### config.mk
export PLATFORM = sky130hd
export DESIGN_NAME = mwin_selector
export DESIGN_NICKNAME = d
export VERILOG_FILES = /design/src/rtl/mwin_pkg.sv /design/src/rtl/mwin_xreg.sv /design/src/rtl/mwin_disp.sv /design/src/rtl/mwin_pairsel.sv /design/src/rtl/mwin_selector.sv
export SDC_FILE = /design/constraint.sdc
export NUM_CORES = 1
export LEC_CHECK = 0
export ABC_AREA = 1
export BUFFER_PORTS_ARGS = -buffer_cell sky130_fd_sc_hd__buf_4
export CORE_ASPECT_RATIO = 0.6
export CORE_MARGIN = 4
export CORE_UTILIZATION = 48
export CTS_CLUSTER_DIAMETER = 30
export DETAILED_ROUTE_END_ITERATION = 10
export HOLD_SLACK_MARGIN = 0.05
export MAX_ROUTING_LAYER = met4
export PLACE_DENSITY = 0.86
export SLEW_MARGIN = 20
export SYNTH_ARGS = -nofsm -noshare
export SYNTH_HDL_FRONTEND = slang
export SYNTH_SLANG_ARGS = --single-unit
export TNS_END_PERCENT = 1
### constraint.sdc
create_clock -name clk -period 1.2 [get_ports clk]
set_input_delay 0.24 -clock clk [delete_from_list [all_inputs] [get_ports clk]]
set_output_delay 0.24 -clock clk [all_outputs]
set_load 0.1 [all_outputs]
### src/rtl/mwin_pkg.sv
package mwin_pkg;

  // Choose the two-bit window out of the low three register bits and
  // apply the one-cycle cancellation of the low bit.
  function automatic logic [1:0] pick_pair(input logic [2:0] win,
                                           input logic       disp,
                                           input logic       clr);
    logic [1:0] raw;
    raw = disp ? win[2:1] : win[1:0];
    return {raw[1], raw[0] & ~clr};
  endfunction

  // The register must move two places once the window would leave
  // the low bits: on a skip, or when already displaced.
  function automatic logic shift_due(input logic skip, input logic disp);
    return skip | disp;
  endfunction

  // Window offset after the step: offset + 1 + skip, minus 2 when shifted.
  function automatic logic disp_next(input logic skip, input logic disp);
    return ~(skip ^ disp);
  endfunction

endpackage

### src/rtl/mwin_xreg.sv
module mwin_xreg #(
  parameter int W = 32
) (
  input  logic         clk,
  input  logic         rst_n,
  input  logic         load,
  input  logic [W-1:0] load_val,
  input  logic         shift_en,
  output logic [W-1:0] xr_q
);

  logic [W-1:0] xr_d;

  // Each bit: load, hold, or take the bit two places above (zero at top).
  for (genvar b = 0; b < W; b++) begin : g_bit
    logic src;
    if (b + 2 < W) begin : g_mid
      assign src = xr_q[b+2];
    end else begin : g_top
      assign src = 1'b0;
    end
    assign xr_d[b] = load ? load_val[b] : (shift_en ? src : xr_q[b]);
  end

  always_ff @(posedge clk or negedge rst_n) begin
    if (!rst_n) xr_q <= '0;
    else        xr_q <= xr_d;
  end

  // a load lands as given
  p_load_capture_r1: assert property (@(posedge clk) disable iff (!rst_n)
    load |=> (xr_q == $past(load_val)));

  // shift moves by exactly two with zero fill
  p_shift_two_r4: assert property (@(posedge clk) disable iff (!rst_n)
    (!load && shift_en) |=> (xr_q == ($past(xr_q) >> 2)));

  // no shift means hold
  p_hold_r4: assert property (@(posedge clk) disable iff (!rst_n)
    (!load && !shift_en) |=> $stable(xr_q));

endmodule

### src/rtl/mwin_disp.sv
module mwin_disp
  import mwin_pkg::*;
(
  input  logic clk,
  input  logic rst_n,
  input  logic load,
  input  logic skip,
  input  logic clr_req,
  output logic shift_en,
  output logic disp_q,
  output logic clr_q
);

  assign shift_en = shift_due(skip, disp_q);

  always_ff @(posedge clk or negedge rst_n) begin
    if (!rst_n) begin
      disp_q <= 1'b0;
      clr_q  <= 1'b0;
    end else if (load) begin
      disp_q <= 1'b0;
      clr_q  <= 1'b0;
    end else begin
      disp_q <= disp_next(skip, disp_q);
      clr_q  <= clr_req;
    end
  end

  // a load restarts undisplaced and uncleared
  p_load_reset_r7: assert property (@(posedge clk) disable iff (!rst_n)
    load |=> (!disp_q && !clr_q));

  // single-bit advance from offset 0 moves the window up
  p_step_up_r5: assert property (@(posedge clk) disable iff (!rst_n)
    (!load && !skip && !disp_q) |=> disp_q);

  // single-bit advance from offset 1 uses the double shift and returns
  p_step_back_r5: assert property (@(posedge clk) disable iff (!rst_n)
    (!load && !skip && disp_q) |=> !disp_q);

  // a skip keeps the offset
  p_skip_keeps_r5: assert property (@(posedge clk) disable iff (!rst_n)
    (!load && skip) |=> (disp_q == $past(disp_q)));

endmodule

### src/rtl/mwin_pairsel.sv
module mwin_pairsel
  import mwin_pkg::*;
(
  input  logic [2:0] win,
  input  logic       disp,
  input  logic       clr,
  output logic [1:0] pair
);

  assign pair = pick_pair(win, disp, clr);

  always_comb begin
    // the upper bit never sees the cancellation
    a_upper_free_r6: assert (pair[1] == (disp ? win[2] : win[1]));
  end

endmodule

### src/rtl/mwin_selector.sv
module mwin_selector #(
  parameter int XW = 32
) (
  input  logic          clk,
  input  logic          rst_n,
  input  logic          load_i,
  input  logic [XW-1:0] load_x_i,
  input  logic          skip_i,
  input  logic          clr_lo_i,
  output logic [1:0]    pair_o
);

  localparam int WIN = 3;

  logic [XW-1:0]  xr_q;
  logic [WIN-1:0] win;
  logic           shift_en;
  logic           disp_q;
  logic           clr_q;

  mwin_disp u_disp (
    .clk      (clk),
    .rst_n    (rst_n),
    .load     (load_i),
    .skip     (skip_i),
    .clr_req  (clr_lo_i),
    .shift_en (shift_en),
    .disp_q   (disp_q),
    .clr_q    (clr_q)
  );

  mwin_xreg #(.W(XW)) u_xreg (
    .clk      (clk),
    .rst_n    (rst_n),
    .load     (load_i),
    .load_val (load_x_i),
    .shift_en (shift_en),
    .xr_q     (xr_q)
  );

  assign win = xr_q[WIN-1:0];

  mwin_pairsel u_sel (
    .win  (win),
    .disp (disp_q),
    .clr  (clr_q),
    .pair (pair_o)
  );

  // a clear request masks the next low bit
  p_clr_mask_r6: assert property (@(posedge clk) disable iff (!rst_n)
    (!load_i && clr_lo_i) |=> (pair_o[0] == 1'b0));

  // first pair after load is the operand's bottom two bits
  p_first_pair_r1: assert property (@(posedge clk) disable iff (!rst_n)
    load_i |=> (pair_o == $past(load_x_i[1:0])));

endmodule

==> key figures <==
Status
  – Status: finished with violations
  – Failing checks: negative setup slack

Layout
  – Synthesis-to-layout area growth: 33.8%
  – Finished Layout Cells: between 300 and 400
  – Nets@finish: about 330
  – Number of diodes: 0
  – Fraction of layout cells with a size suffix above 1: between 20% and 30%
  – Final Cell Area: between 2000 and 2500 um^2

Logic synthesis
  – Post-synthesis mux area share: 0%
  – Main combinational cell family by area after synthesis: simple AND/OR/NAND/NOR gates
  – Distinct cells, synth: 13
  – Post-synthesis simple-gate area fraction: between 30 and 40%
  – Share of the synthesized area in the top cell type: 48.3%
  – Sequential area share after synthesis: roughly half
  – Mapped cell area: 1760 um^2
  – Commonest cells in the netlist: nand2_1, dfrtp_1, nand3_1
  – Synth area leaders: dfrtp_1, nand2_1, nand3_1
  – Post-Synth Adder-Cell Area: less than 1%
  – Post-synthesis net count: 288
  – Yosys warns: 0
  – Area leader, netlist: dfrtp_1
  – Synth Area in Compound Gates: less than 1%
  – EDFF count, synth: 0
  – Syn Area/Cell: about 7.0 um^2
  – Cell with the most instances after synthesis: nand2_1
  – Share of synthesized registers carrying an async set or reset: between 90% and 100%
  – #FFs+latches synth: 34
  – Synth Instances: 250
  – Primary FF master, synth: dfrtp_1
  – Xor and xnor area share after synthesis: 0%

Power and ir drop
  – Pleak: 1.33 nW
  – Pwr Total: roughly 3.4 mW
  – Pwr Density: between 1000 and 1500 nW/um^2
  – Max VDD drop: approximately 1.1 mV

Critical path
  – Worst EP arrival: approximately 1200 ps
  – Buf/Inv on CP: 2
  – Crit path from: u_disp.disp_q
  – Cells along the critical path: inv_2, nand2_2, a21oi_4, buf_12
  – Slowest-stage cell, CP: dfrtp_1
  – Worst Setup End Kind: output port
  – Worst EP required: roughly 960 ps
  – Critical path launch point type: flop
  – CP top delay family: flip-flops
  – Slowest stage delay, CP: around 420 ps
  – CP max FO: 3
  – Critical R2R Launch: u_disp.disp_q
  – Kind of critical path: reg2out

Floorplan
  – # rows: 16
  – Die footprint: around 4700 um^2
  – Die X: roughly 86 um
  – Die Span Y: 54.9 um
  – Core area: between 3000 and 4000 um^2
  – Initial Utilization: 52.0%
  – I/O pin cnt: 39

Timing
  – Final worst setup slack: -228 ps
  – Final Hold Viols: 0
  – Headroom to the max-slew limit: 71.7%
  – Crit share post-route: 119%
  – Clock Skews: about 5 ps
  – TNS Setup: -2310 ps
  – Measured slew at the worst slew-check pin: between 400 and 500 ps
  – Slew Limit Fails: 0
  – Final setup viols: 34
  – Minimum clock period: roughly 1400 ps
  – Fmax: roughly 0.7 GHz
  – RSZ-0062 raised after global routing: true

Placement
  – Dpl ws: -32.7 ps
  – DP Area: around 2100 um^2
  – Detailed Place HPWL: about 2700 um
  – Final RePlAce weighted congestion: 0.811
  – Port Buffers: 38
  – Inst Count DP: around 330

Flow run
  – Max cap viols: 0

Global routing
  – Largest net degree at the start of global routing: 35
  – Via count of the first global-routing pass: around 1500
  – Total GRT Usage: approximately 20%
  – GR Overflow Total: 0
  – Initial antenna violation count: 0
  – First-pass GRT wire length: between 6000 and 7000 um

Routing
  – Post-Route WL: 4050 um
  – Residual DRC: 0
  – DR iter-0 viols: 81
  – Post-DRT Antenna Nets: 0
  – Pre-antenna DRT Iters: 4
  – Routed WL per cell: between 10 and 15 um
  – Via Count: 1641
  – Vias/cell: approximately 4.8

CTS
  – Worst-case clock buffer depth: 2
  – H-tree Lvls: 2
  – Clock sinks: 34
  – CTS root buf: clkbuf_8
  – CTS tree: built
  – Total clock buffers created by CTS: 5
  – Worst-Skew Late Latency: between 200 and 300 ps
  – Reg clk slew, reported paths: around 70 ps

Hold path
  – Hold path startpoint: load_x_i[31]
  – HP Class: in2reg
## state kept, by name, summed over array words and instances, names as in the netlist
| signal | flops |
|---|---|
| u_disp.clr_q | 1 |
| u_xreg.xr_q | 32 |
| u_disp.disp_q | 1 |
## per-layer routing
layer	share of wire [%]	vias to the layer above	wire [um]	track usage, %
met5	0	-	0	-
met4	1.7	0	70	8.03
met3	7.5	9	303	6.21
met2	47	53	1890	32.5
met1	44	743	1780	23.4
li1	-	836	-	-
## per-stage QoR
stage	hold slack [ps]	utilization [%]
after floorplan	-55.6	-
after global placement	204	62.6
after detailed placement	210	62.6
after CTS	144	68.9
after global routing	151	69.6
final	151	69.6
## cell families after synthesis
group / Yosys count
AOI/OAI and AO/OA: 1
DFF: 34
adders and majority gates: 1
buffers and inverters: 39
and+or+nand+nor: 175
## worst reg2reg max path: stages, from the launching register on
cell	delay, ps
dfrtp_1	400
inv_2	70
buf_4	140
ha_4	160
inv_4	80
buf_12	160
nand2_1	70
nand2_1	60
nand2_1	50
nand2_1	50
## where the power goes
group	leakage (nW)	switching (mW)	total, mW	internal [mW]
registers	0.401	0.0852	1.36	1.28
clock network	0.0714	0.426	1.31	0.886
logic	0.854	0.388	0.692	0.304
total	1.33	0.899	3.37	2.47
## repair_timing
action                                  CTS  global route
endpoints found under the hold margin    34             0
setup buffers                             1             1
endpoints found under the setup margin   20            34
pin swaps                                 1             1
hold buffers                              1             0
resized for setup                        14             5
## layout make-up
class,count,area (um^2)
Fill cell,276,1030
Sequential cell,34,851
Clock inverter,2,60.1
Inverter,25,96.3
Multi-Input combinational cell,177,761
Clock buffer,6,82.6
Timing Repair Buffer,50,448
Tap cell,45,56.3
## final timing paths
kind | to | slack, ps | cells after the start
max | pair_o[0] | -230 | 4
min | u_xreg.xr_q[31] | 150 | 3
max reg2reg | u_xreg.xr_q[13] | -100 | 9
min reg2reg | u_xreg.xr_q[31] | 480 | 2
max in group asynchronous | u_disp.disp_q | 460 | 2
min in group asynchronous | u_xreg.xr_q[26] | 430 | 2
## cell usage in the layout (no fill, tap or decap), drive strengths merged
cell           n
nand2        143
buf           49
dfrtp         34
nand3         28
inv           25
clkbuf         6
nor2           4
bufinv         2
a21oi          1
ha             1
dlygate4sd3    1
No activity file was read; power rests on OpenSTA's default activity.
